<file path="src/rtl/fmtmr_pkg.sv">
package fmtmr_pkg;
  localparam int NUM_TMR = 2;
  localparam int REG_W   = 8;
  localparam logic [REG_W-1:0] IDX_PRE_FAST = 8'h02;
  localparam logic [REG_W-1:0] IDX_PRE_SLOW = 8'h03;
  localparam logic [REG_W-1:0] IDX_CTRL     = 8'h04;
  // control bit positions
  localparam int CB_CLR       = 7;
  localparam int CB_MASK_FAST = 6;
  localparam int CB_MASK_SLOW = 5;
  localparam int CB_RUN_SLOW  = 1;
  localparam int CB_RUN_FAST  = 0;
  localparam int ID_W = 5;
endpackage

</file>
<file path="src/rtl/fmtmr_prescale.sv">
module fmtmr_prescale #(
  parameter int TICK_CYCLES = 16,
  parameter int SLOW_DIV    = 4
) (
  input  logic clk,
  input  logic rst_n,
  output logic tick_fast,
  output logic tick_slow
);
  localparam int CW = (TICK_CYCLES > 1) ? $clog2(TICK_CYCLES) : 1;
  localparam int DW = (SLOW_DIV > 1) ? $clog2(SLOW_DIV) : 1;
  localparam logic [CW-1:0] C_LAST = CW'(TICK_CYCLES - 1);
  localparam logic [DW-1:0] D_LAST = DW'(SLOW_DIV - 1);

  logic [CW-1:0] base_q;
  logic [DW-1:0] div_q;

  assign tick_fast = (base_q == C_LAST);
  assign tick_slow = tick_fast && (div_q == D_LAST);

  always_ff @(posedge clk or negedge rst_n) begin
    if (!rst_n) begin
      base_q <= '0;
    end else if (tick_fast) begin
      base_q <= '0;
    end else begin
      base_q <= base_q + 1'b1;
    end
  end

  always_ff @(posedge clk or negedge rst_n) begin
    if (!rst_n) begin
      div_q <= '0;
    end else if (tick_slow) begin
      div_q <= '0;
    end else if (tick_fast) begin
      div_q <= div_q + 1'b1;
    end
  end

  // a slow tick is always also a fast tick
  assert_slow_subset_R4: assert property (@(posedge clk) disable iff (!rst_n)
    tick_slow |-> tick_fast);
  // base ticks are spaced by the full prescale count
  assert_tick_spacing_R3: assert property (@(posedge clk) disable iff (!rst_n)
    tick_fast |=> (base_q == '0));
endmodule

</file>
<file path="src/rtl/fmtmr_counter.sv">
module fmtmr_counter #(
  parameter int W = 8
) (
  input  logic         clk,
  input  logic         rst_n,
  input  logic         run,
  input  logic         tick,
  input  logic [W-1:0] preload,
  output logic         ovf
);
  localparam logic [W-1:0] TOP = {W{1'b1}};
  logic [W-1:0] cnt_q;

  assign ovf = run && tick && (cnt_q == TOP);

  always_ff @(posedge clk or negedge rst_n) begin
    if (!rst_n) begin
      cnt_q <= '0;
    end else if (!run) begin
      cnt_q <= preload;
    end else if (tick) begin
      if (cnt_q == TOP) cnt_q <= preload;
      else              cnt_q <= cnt_q + 1'b1;
    end
  end

  // a running counter steps by one per tick below the top value
  assert_count_step_R3: assert property (@(posedge clk) disable iff (!rst_n)
    (run && tick && cnt_q != TOP) |=> (cnt_q == $past(cnt_q) + 1'b1));
  // after a wrap the count restarts from the preload
  assert_reload_R5: assert property (@(posedge clk) disable iff (!rst_n)
    ovf |=> (cnt_q == $past(preload)));
  // a halted counter does not move away from the preload
  assert_halt_R10: assert property (@(posedge clk) disable iff (!rst_n)
    (!run && $stable(preload)) |=> (!run || cnt_q == $past(preload)));
endmodule

</file>
<file path="src/rtl/fmtmr_regs.sv">
module fmtmr_regs
  import fmtmr_pkg::*;
(
  input  logic                clk,
  input  logic                rst_n,
  input  logic                bus_we,
  input  logic                bus_port,
  input  logic [REG_W-1:0]    bus_wdata,
  input  logic [NUM_TMR-1:0]  ovf,
  output logic [REG_W-1:0]    preload [NUM_TMR],
  output logic [NUM_TMR-1:0]  run,
  output logic [NUM_TMR-1:0]  flag
);
  logic [REG_W-1:0]   idx_q;
  logic [NUM_TMR-1:0] run_q, mask_q, flag_q;
  logic               data_wr, ctrl_wr, clr_cmd;

  assign data_wr = bus_we && bus_port;
  assign ctrl_wr = data_wr && (idx_q == IDX_CTRL);
  assign clr_cmd = ctrl_wr && bus_wdata[CB_CLR];

  always_ff @(posedge clk or negedge rst_n) begin
    if (!rst_n) begin
      idx_q <= '0;
    end else if (bus_we && !bus_port) begin
      idx_q <= bus_wdata;
    end
  end

  always_ff @(posedge clk or negedge rst_n) begin
    if (!rst_n) begin
      preload[0] <= '0;
      preload[1] <= '0;
    end else if (data_wr) begin
      if (idx_q == IDX_PRE_FAST) preload[0] <= bus_wdata;
      if (idx_q == IDX_PRE_SLOW) preload[1] <= bus_wdata;
    end
  end

  always_ff @(posedge clk or negedge rst_n) begin
    if (!rst_n) begin
      run_q  <= '0;
      mask_q <= '0;
    end else if (ctrl_wr && !bus_wdata[CB_CLR]) begin
      run_q  <= {bus_wdata[CB_RUN_SLOW], bus_wdata[CB_RUN_FAST]};
      mask_q <= {bus_wdata[CB_MASK_SLOW], bus_wdata[CB_MASK_FAST]};
    end
  end

  // an unmasked wrap in the clearing clock survives the clear
  always_ff @(posedge clk or negedge rst_n) begin
    if (!rst_n) begin
      flag_q <= '0;
    end else begin
      flag_q <= (flag_q & {NUM_TMR{!clr_cmd}}) | (ovf & ~mask_q);
    end
  end

  assign run  = run_q;
  assign flag = flag_q;

  // a masked timer with a clear flag keeps it clear
  assert_mask_blocks_R6: assert property (@(posedge clk) disable iff (!rst_n)
    (mask_q[0] && !flag_q[0]) |=> !flag_q[0]);
  assert_mask_blocks_slow_R6: assert property (@(posedge clk) disable iff (!rst_n)
    (mask_q[1] && !flag_q[1]) |=> !flag_q[1]);
  // clear without a concurrent wrap empties both flags
  assert_clear_flags_R7: assert property (@(posedge clk) disable iff (!rst_n)
    (clr_cmd && ovf == '0) |=> (flag_q == '0));
  // clear leaves run and mask state alone
  assert_clear_keeps_ctrl_R7: assert property (@(posedge clk) disable iff (!rst_n)
    clr_cmd |=> ($stable(run_q) && $stable(mask_q)));
  // an unmasked wrap always shows up as a set flag
  assert_overflow_wins_R9: assert property (@(posedge clk) disable iff (!rst_n)
    (ovf[0] && !mask_q[0]) |=> flag_q[0]);
endmodule

</file>
<file path="src/rtl/fmtmr_unit.sv">
module fmtmr_unit
  import fmtmr_pkg::*;
#(
  parameter int              TICK_CYCLES = 16,
  parameter int              SLOW_DIV    = 4,
  parameter logic [ID_W-1:0] ID_CODE     = 5'h06
) (
  input  logic             clk,
  input  logic             rst_n,
  input  logic             bus_we,
  input  logic             bus_port,
  input  logic [REG_W-1:0] bus_wdata,
  output logic [REG_W-1:0] status_o,
  output logic             irq_o
);
  logic [NUM_TMR-1:0] tick, run, ovf, flag;
  logic [REG_W-1:0]   preload [NUM_TMR];
  logic               tick_fast, tick_slow;

  fmtmr_prescale #(.TICK_CYCLES(TICK_CYCLES), .SLOW_DIV(SLOW_DIV)) u_pre (
    .clk(clk), .rst_n(rst_n), .tick_fast(tick_fast), .tick_slow(tick_slow));

  assign tick = {tick_slow, tick_fast};

  fmtmr_regs u_regs (
    .clk(clk), .rst_n(rst_n), .bus_we(bus_we), .bus_port(bus_port),
    .bus_wdata(bus_wdata), .ovf(ovf), .preload(preload), .run(run), .flag(flag));

  for (genvar g = 0; g < NUM_TMR; g++) begin : g_tmr
    fmtmr_counter #(.W(REG_W)) u_cnt (
      .clk(clk), .rst_n(rst_n), .run(run[g]), .tick(tick[g]),
      .preload(preload[g]), .ovf(ovf[g]));
  end

  assign status_o = {(flag[0] | flag[1]), flag[0], flag[1], ID_CODE};
  assign irq_o    = status_o[7];

  // an asserted interrupt always has a latched timer flag behind it
  assert_irq_cause_R8: assert property (@(posedge clk) disable iff (!rst_n)
    irq_o |-> (status_o[6] || status_o[5]));
  // the fast flag only rises after a fast-timer wrap
  assert_flag_cause_R3: assert property (@(posedge clk) disable iff (!rst_n)
    $rose(flag[0]) |-> $past(ovf[0]));
endmodule

</file>
<file path="config.mk">
export PLATFORM = sky130hd
export DESIGN_NAME = fmtmr_unit
export DESIGN_NICKNAME = d
export VERILOG_FILES = /design/src/rtl/fmtmr_pkg.sv /design/src/rtl/fmtmr_prescale.sv /design/src/rtl/fmtmr_counter.sv /design/src/rtl/fmtmr_regs.sv /design/src/rtl/fmtmr_unit.sv
export SDC_FILE = /design/constraint.sdc
export NUM_CORES = 1
export LEC_CHECK = 0
export ABC_AREA = 1
export BUFFER_PORTS_ARGS = -buffer_cell sky130_fd_sc_hd__buf_2
export CORE_MARGIN = 2
export CORE_UTILIZATION = 55
export DETAILED_ROUTE_END_ITERATION = 10
export GPL_ROUTABILITY_DRIVEN = 1
export GPL_TIMING_DRIVEN = 1
export HOLD_SLACK_MARGIN = 0.15
export PLACE_DENSITY = 0.83
export RECOVER_POWER = 25
export SLEW_MARGIN = 25
export SYNTH_ARGS = -nofsm -noshare
export SYNTH_HDL_FRONTEND = slang
export SYNTH_SLANG_ARGS = --single-unit
export TNS_END_PERCENT = 20
</file>
<file path="constraint.sdc">
create_clock -name clk -period 1.9 [get_ports clk]
set_input_delay 0.38 -clock clk [delete_from_list [all_inputs] [get_ports clk]]
set_output_delay 0.38 -clock clk [all_outputs]
set_load 0.01 [all_outputs]
</file>
==> impl_metrics.tcl, run 1 <==
set metrics [dict create \
    drive_gt1_share_pct 19.4 \
    netlist_area_sq_um 2740 \
    crit_end "irq_o" \
    synthArstFlopShare_pct 100 \
    synth_ff_type "dfrtp_1" \
    cp-end-kind "primary output" \
    worst_pin_slew_ns 0.502 \
    start_util_pct 57.6 \
    switchingPower_uw 862 \
    ys_seq_area_share_pct 47.5 \
    cts-hold-fix-buffers 1 \
    post_cts_buffers 0 \
    first_pass_iters 4 \
    max_cap_violations 0 \
    dpl.hpwl_microns 3650 \
    crit_type "flop to primary output" \
    final-hold-violation-count 0 \
    status "completed" \
    grt_pass1_vias 1933 \
    die_h_microns 74.6 \
    chipWidth_microns 74.6 \
    grt_pass1_wl_microns 8610 \
    post_dp_cell_area_sq_um 2850 \
    cts.clk_slew.worst_paths_ns 0.09 \
    cp-start-kind "flop" \
    vias 2108 \
    wl_per_cell_microns 11.8 \
    power.leakage_nw 1.48 \
    p_clk_share_pct 27.6 \
    synth_seq_cells 52 \
    timing.rr.end "g_tmr[0].u_cnt.cnt_q[3]" \
    core_area_sq_um 4750 \
    finalSetupTns_ns 0 \
    htreeDepth 2 \
    period_share_pct 81.0 \
    fin_total_pwr_mw 2.75 \
    avgSynthCellArea_sq_um 8.16 \
    slew_headroom_pct 66.6 \
    rr_worst_depth 9 \
    period_needed_ns 1.54 \
    intPower_mw 1.89 \
    cts_tree "done" \
    crit_required_ns 1.52 \
    grt.total_usage_pct 20.8 \
    die-area_sq_um 5560 \
    cp_max_fo 3 \
    num_io_pins 21 \
    cts_sinks 52 \
    whs_path_depth 3 \
    yosys_warnings 0 \
    reg2reg_slack_ns 0.45 \
    cp_cell_sequence "or2_2, buf_2" \
    cpPeakStageDelay_ns 0.40 \
    drv_slew 0 \
    postCtsResizedCells 0 \
    root_buffer "clkbuf_8" \
    reg2reg_from "g_tmr[0].u_cnt.cnt_q[0]" \
    via_per_inst 4.98 \
    finalInstanceArea_sq_um 2980 \
    clock.fmax_mhz 650 \
    final_antenna_net_count 0 \
    synth.distinct_cells 29 \
    max-vdd-ir-drop_mv 0.690 \
    sw_frac_of_total_pct 31.4 \
    clockBufferDepth 2 \
    grt_overflow 0 \
    synth_top_area_share_pct 47.5 \
    antenna_cells 0 \
    critical_path_arrival_ns 1.16 \
    synth_most_common_cell "nand2_1" \
    seqPwrFrac_pct 53.3 \
    cp_slowest_cell "dfrtp_1" \
    first_iter_violations 149 \
    grt_max_degree 24 \
    nNetsFinal 371 \
    power.density_nw_per_um2 924 \
    clock_latency_ns 0.31 \
    antenna_found_initial 0 \
    cp-startpoint "u_regs.flag[0]" \
    numCtsBuffers 5 \
    drc_errors 0 \
    area_delta_synth_final_pct 8.58 \
    routed_wl_microns 5000 \
    synth_edf_count 0 \
    skew_ns 0.00345 \
    io_buffers 15 \
    rsz0062_at_grt "false" \
    synthTopCellsByArea "dfrtp_1, nand2_1, inv_1" \
    hold_path_class "input pin to flop" \
    pwr-share-comb_pct 19.0 \
    syn_inst 336 \
    num_rows 25 \
    synth_top_area_cell "dfrtp_1" \
    synthTopCellsByCount "nand2_1, dfrtp_1, inv_1, nand3_1, o21ai_0" \
    setup_viol 0 \
    place_congestion 0.889 \
]
## worst max-delay path: cells and delay by family, from the launching register on
family | cells | cell delay, ns
simple gates | 1 | 0.30
buf+inv | 1 | 0.14
flops | 1 | 0.40
## kinds of logic (layout without fill, tap and decap cells)
group	after synthesis	in the layout	share of synthesized area, %
compound gates	43	43	10.8
xor+xnor	6	6	1.92
fa+ha+maj	4	4	1.83
buf+inv	55	72	8.90
flops	52	52	47.5
other cells	2	5	0.274
simple gates	174	174	28.8
## layout by cell type (no fill, tap or decap), types with 11 or more instances in the layout
cell	n
dfrtp_1	52
nand3_1	28
inv_1	41
nor2_1	15
nand2_2	11
o21ai_0	18
nand2_1	109
buf_2	15
o21ai_2	16
## state kept, by name, indices dropped and copies added, names as in the netlist
signal / count
u_regs.flag: 2
u_pre.base_q: 4
u_regs.preload: 16
u_regs.idx_q: 8
u_regs.run: 2
u_regs.mask_q: 2
u_pre.div_q: 2
g_tmr.u_cnt.cnt_q: 16
## worst min-delay path by stage
stage	from	end	slack (ns)
finish	bus_wdata[4]	u_regs.preload[4]	0.37
global route	bus_wdata[4]	u_regs.preload[4]	0.38
CTS	bus_wdata[4]	u_regs.preload[4]	0.36
detailed placement	rst_n	u_regs.idx_q[3]	0.38
global placement	rst_n	u_regs.idx_q[3]	0.39
floorplan	rst_n	g_tmr[0].u_cnt.cnt_q[0]	0.08
## through the flow
step	std cells	worst slack [ns]	util [%]	hold WS, ns
floorplan	339	0.600	-	0.0844
global placement	414	0.494	60.0	0.386
detailed placement	414	0.463	60.0	0.378
CTS	423	0.346	62.6	0.363
global route	423	0.277	62.6	0.383
finish	423	0.361	62.6	0.369
## metal layers
layer / global-route usage, % / wire length (microns) / vias up
met3: 5.56 / 257 / 14
met2: 32.5 / 2330 / 51
met5: 0 / 0 / -
met1: 27.8 / 2290 / 969
met4: 8.33 / 124 / 0
li1: - / - / 1074
## cell type report
class	instances	area (sq um)
Tap cell	67	83.8
Fill cell	402	1780
Clock buffer	5	68.8
Clock inverter	3	42.5
Multi-Input combinational cell	232	1210
Timing Repair Buffer	18	100
Sequential cell	52	1300
Inverter	46	173
## power groups by stage
stage               sequential (mW)  clock, mW  combinational [mW]
floorplan                      1.44          0               0.405
global placement               1.47          0               0.503
detailed placement             1.48          0               0.520
CTS                            1.46      0.774               0.529
global route                   1.49      0.805               0.617
finish                         1.47      0.760               0.523
Note: power is estimated with default switching activity, not from simulation.
==> inputs of run 2 (changes only) <==
clock period = 1.61 ns   (was 1.9 ns; I/O delays follow)
==> run 2 against run 1 <==
Non-clock buffer count down 1. Critical endpoint unchanged. First-iteration DRC count down 48%. Via count down 1.3%. Cell area down 1.4%. Highest routed layer unchanged. Largest cell class unchanged. Clock skew up 0.0010 ns. Die area unchanged. Worst setup slack worse by 0.22 ns. Sequential power up 17%. Sequential cell count unchanged. Power up 10%. Worst hold slack worse by 0.040 ns. Clock power down 9.1%.
==> impl_metrics.tcl, run 2 (synthesis gave the netlist of run 1 again) <==
set metrics [dict create \
    nNetsFinal 370 \
    vias 2081 \
    max-vdd-ir-drop_mv 0.536 \
    start_util_pct 57.6 \
    clockBufferDepth 2 \
    num_rows 25 \
    period_needed_ns 1.46 \
    grt_overflow 0 \
    status "completed" \
    root_buffer "clkbuf_8" \
    power.leakage_nw 1.46 \
    cp-start-kind "flop" \
    via_per_inst 4.94 \
    cts-hold-fix-buffers 1 \
    wl_per_cell_microns 11.3 \
    rr_worst_depth 9 \
    die_h_microns 74.6 \
    num_io_pins 21 \
    crit_required_ns 1.29 \
    grt_max_degree 53 \
    period_share_pct 91.0 \
    routed_wl_microns 4750 \
    finalSetupTns_ns 0 \
    critical_path_arrival_ns 1.14 \
    hold_path_class "input pin to flop" \
    cp-end-kind "primary output" \
    htreeDepth 2 \
    numCtsBuffers 5 \
    antenna_found_initial 0 \
    rsz0062_at_grt "false" \
    reg.largest.list "g_tmr.u_cnt.cnt_q: 16 flops, u_regs.preload: 16 flops, u_regs.idx_q: 8 flops" \
    cts_sinks 52 \
    drive_gt1_share_pct 18.6 \
    io_buffers 15 \
    die-area_sq_um 5560 \
    postCtsResizedCells 0 \
    final_antenna_net_count 0 \
    crit_type "flop to primary output" \
    grt_pass1_vias 1973 \
    chipWidth_microns 74.6 \
    clock.fmax_mhz 683 \
    cts.clk_slew.worst_paths_ns 0.08 \
    place_congestion 0.872 \
    fin_total_pwr_mw 3.02 \
    post_cts_buffers 0 \
    skew_ns 0.00449 \
    cts_tree "done" \
    clock_latency_ns 0.30 \
    antenna_cells 0 \
    first_iter_violations 78 \
    reg2reg_slack_ns 0.16 \
    cp_max_fo 3 \
    finalCoreUtilization_pct 61.7 \
    slew_headroom_pct 54.0 \
    grt.total_usage_pct 20.0 \
    core_area_sq_um 4750 \
    final_cell_mix "nand2_1, dfrtp_1, inv_1" \
    reg2reg_from "g_tmr[1].u_cnt.cnt_q[0]" \
    whs_path_depth 3 \
    grt_pass1_wl_microns 8480 \
    final-hold-violation-count 0 \
    area_delta_synth_final_pct 7.08 \
    first_pass_iters 4 \
    max_cap_violations 0 \
    power.density_nw_per_um2 1030 \
    worst_pin_slew_ns 0.689 \
    final_common_cell "nand2_1" \
    dpl.hpwl_microns 3580 \
    setup_viol 0 \
    drv_slew 0 \
    timing.rr.end "g_tmr[1].u_cnt.cnt_q[4]" \
    crit_end "irq_o" \
    drc_errors 0 \
    cp-startpoint "u_regs.flag[0]" \
]
## run 2: cell count changes in the layout (fill, tap and decap cells not counted), sizes merged
cell      before  now
buf           17   15
clkbuf         5    7
bufinv         1    0
clkinvlp       1    0
## run 2: report_power, final
part | switching (mW) | leakage, nW | internal, mW
Clock | 0.394 | 0.0410 | 0.296
Combinational | 0.359 | 0.741 | 0.250
Sequential | 0.210 | 0.677 | 1.51
## run 2: worst max-delay path, cell delays in order (launching register included)
cell     delay (ns)
dfrtp_1        0.40
or2_2          0.30
buf_2          0.14
## run 2: worst min-delay path by stage
stage | start | endpoint | slack [ns]
4_1_cts | bus_wdata[4] | u_regs.preload[4] | 0.33
2_1_floorplan | rst_n | g_tmr[0].u_cnt.cnt_q[0] | 0.03
5_1_grt | bus_wdata[4] | u_regs.preload[4] | 0.33
6_report | bus_wdata[4] | u_regs.preload[12] | 0.33
3_5_place_dp | rst_n | u_regs.idx_q[5] | 0.33
3_3_place_gp | rst_n | u_regs.idx_q[1] | 0.33
## run 2: through the flow
step / std cells / hold WS, ns / worst slack [ns] / cell area, sq um
final: 421 / 0.329 / 0.146 / 2930
after global routing: 421 / 0.330 / 0.0471 / 2930
after CTS: 421 / 0.326 / 0.137 / 2950
after detailed placement: 413 / 0.332 / 0.178 / 2860
after global placement: 413 / 0.331 / 0.194 / 2860
after floorplan: 339 / 0.0264 / 0.310 / 2750
## run 2: layout make-up
type                       instances  area [sq um]
timing repair buffer              17          92.6
fill                             445          1820
sequential                        52          1300
multi-input combinational        232          1210
clock buffer                       6          72.6
tap                               67          83.8
inverter                          46           173
clock inverter                     1          5.00
## run 2: metal layers
metal / up-vias / wire length, microns / GRT usage [%]
met2: 34 / 2290 / 33.9
met4: 0 / 53 / 5.56
met5: - / 0 / 0
li1: 1074 / - / -
met3: 6 / 170 / 5.69
met1: 967 / 2240 / 25.2
==> inputs of run 3 (changes only) <==
CORE_UTILIZATION = 59   (was 55)
CTS_CLUSTER_DIAMETER = 100   (was not set)
PLACE_DENSITY = 0.88   (was 0.83)
==> run 3 against run 2 <==
Non-clock buffer count increased by 2. First-iteration DRC count increased by 86%. Power increased by 7.9%. Cell area increased by 1.6%. Combinational power increased by 3%. Highest routed layer unchanged. Worst setup slack got worse by 0.037 ns. Largest cell class unchanged. Worst hold slack got worse by 0.018 ns. Fmax decreased by 2.5%. Sequential power about the same. Sequential share of layout area decreased by 0.71 points.
==> impl_metrics.tcl, run 3 (synthesis gave the netlist of run 1 again) <==
set metrics [dict create \
    period_needed_ns 1.50 \
    crit_end "g_tmr[1].u_cnt.cnt_q[7]" \
    stdcell_count 409 \
    die_h_microns 72.2 \
    num_rows 24 \
    seqPwrFrac_pct 52.9 \
    numCtsBuffers 5 \
    cts_sinks 52 \
    p_clk_share_pct 27.9 \
    fin_total_pwr_mw 3.26 \
    drt-met1-wl_microns 2310 \
    nNetsFinal 372 \
    power.density_nw_per_um2 1090 \
    power.leakage_nw 1.48 \
    clockBufferDepth 2 \
    grt_pass1_vias 2026 \
    timing.rr.end "g_tmr[1].u_cnt.cnt_q[7]" \
    first_iter_violations 145 \
    crit_type "flop to flop" \
    die-area_sq_um 5210 \
    whs_path_depth 3 \
    period_share_pct 93.3 \
    cts_tree "done" \
    finalSetupTns_ns 0 \
    setup_slack_ns 0.108 \
    io_buffers 15 \
    grt_max_degree 21 \
    finalInstanceArea_sq_um 2980 \
    dr_wl_met3_microns 189 \
    first_pass_iters 4 \
    htreeDepth 2 \
    slew_headroom_pct 35.5 \
    antenna_cells 0 \
    dpl.hpwl_microns 3850 \
    vias 2154 \
    critical_path_arrival_ns 1.72 \
    core_area_sq_um 4410 \
    drc_errors 0 \
    rsz0062_at_grt "false" \
    crit_required_ns 1.83 \
    worst_pin_slew_ns 0.968 \
    skew_ns 0.00616 \
    final_antenna_net_count 0 \
    antenna_found_initial 0 \
    wl_per_cell_microns 12.6 \
    via_per_inst 5.27 \
    cts.clk_slew.worst_paths_ns 0.10 \
    drive_gt1_share_pct 19.3 \
    reg2reg_from "g_tmr[1].u_cnt.cnt_q[0]" \
    switchingPower_mw 1.02 \
    sw_frac_of_total_pct 31.4 \
    grt_pass1_wl_microns 9160 \
    post_dp_cell_area_sq_um 2860 \
    clock.fmax_mhz 666 \
    root_buffer "clkbuf_8" \
    fillers 364 \
    grt_overflow 0 \
    grt.total_usage_pct 22.9 \
    start_util_pct 62.1 \
    final_common_cell "nand2_1" \
    routed_wl_microns 5150 \
    hold_path_class "input pin to flop" \
    area_delta_synth_final_pct 8.81 \
    max-vdd-ir-drop_mv 0.630 \
    dp_cells 400 \
    dr_wl_met2_microns 2570 \
    hold-worst-slack_ns 0.311 \
    max_cap_violations 0 \
    rr_worst_depth 9 \
    reg2reg_slack_ns 0.11 \
    cp-startpoint "g_tmr[1].u_cnt.cnt_q[0]" \
    reg.largest.list "g_tmr.u_cnt.cnt_q: 16 flops, u_regs.preload: 16 flops, u_regs.idx_q: 8 flops" \
    num_io_pins 21 \
    clock_latency_ns 0.31 \
    finalCoreUtilization_pct 67.5 \
    cp_max_fo 7 \
    setup_viol 0 \
    drv_slew 0 \
    final_cell_mix "nand2_1, dfrtp_1, inv_1" \
    top_layer "met4" \
    cp-start-kind "flop" \
    dp_slack_ns 0.106 \
    status "completed" \
    pwr-share-comb_pct 19.2 \
    intPower_mw 2.24 \
    final-hold-violation-count 0 \
    chipWidth_microns 72.2 \
    post_cts_buffers 0 \
    cp-end-kind "flop" \
    place_congestion 0.831 \
]
[run 3: final cells by class]
cell class | instances | area, sq um | share of cell area (%)
repair buffers | 19 | 119 | 3.99
multi-input cells | 232 | 1210 | 40.5
well taps | 52 | 65.1 | 2.18
flip-flops and latches | 52 | 1300 | 43.6
inverters | 46 | 175 | 5.87
clock buffers | 5 | 68.8 | 2.31
clock inverters | 3 | 46.3 | 1.55
[run 3: worst max-delay path: stages, from the launching register on]
cell,delay [ns]
dfrtp_1,0.43
ha_1,0.26
nand2_2,0.12
nor2_4,0.05
nand2_2,0.07
nand2_2,0.12
inv_4,0.13
nand3_1,0.09
nand2_1,0.08
nand2_1,0.04
[run 3: what timing repair did]
action / 4_1_cts / 5_1_grt
endpoints found under the setup margin: 0 / 3
resized for setup: 0 / 1
hold buffers: 1 / 0
hold endpoints to repair: 13 / 0
[run 3: worst min-delay path by stage]
stage | startpoint | to | slack (ns)
floorplan | rst_n | g_tmr[0].u_cnt.cnt_q[0] | 0.03
global placement | rst_n | u_regs.preload[3] | 0.26
detailed placement | rst_n | u_regs.preload[3] | 0.27
CTS | bus_wdata[2] | u_regs.preload[2] | 0.31
global route | bus_wdata[2] | u_regs.preload[10] | 0.31
finish | bus_wdata[2] | u_regs.preload[2] | 0.31
[run 3: per-layer routing]
layer | vias to the layer above | track usage [%]
met1 | 1022 | 30.1
met2 | 42 | 38.4
li1 | 1083 | -
met5 | - | 0
met4 | 0 | 7.55
met3 | 7 | 4.17
[run 3: power by group through the flow]
stage / combinational, mW / sequential, mW / clock [mW]
floorplan: 0.478 / 1.70 / 0
global placement: 0.594 / 1.74 / 0
detailed placement: 0.624 / 1.75 / 0
CTS: 0.634 / 1.72 / 0.930
global route: 0.727 / 1.76 / 0.989
finish: 0.625 / 1.73 / 0.911
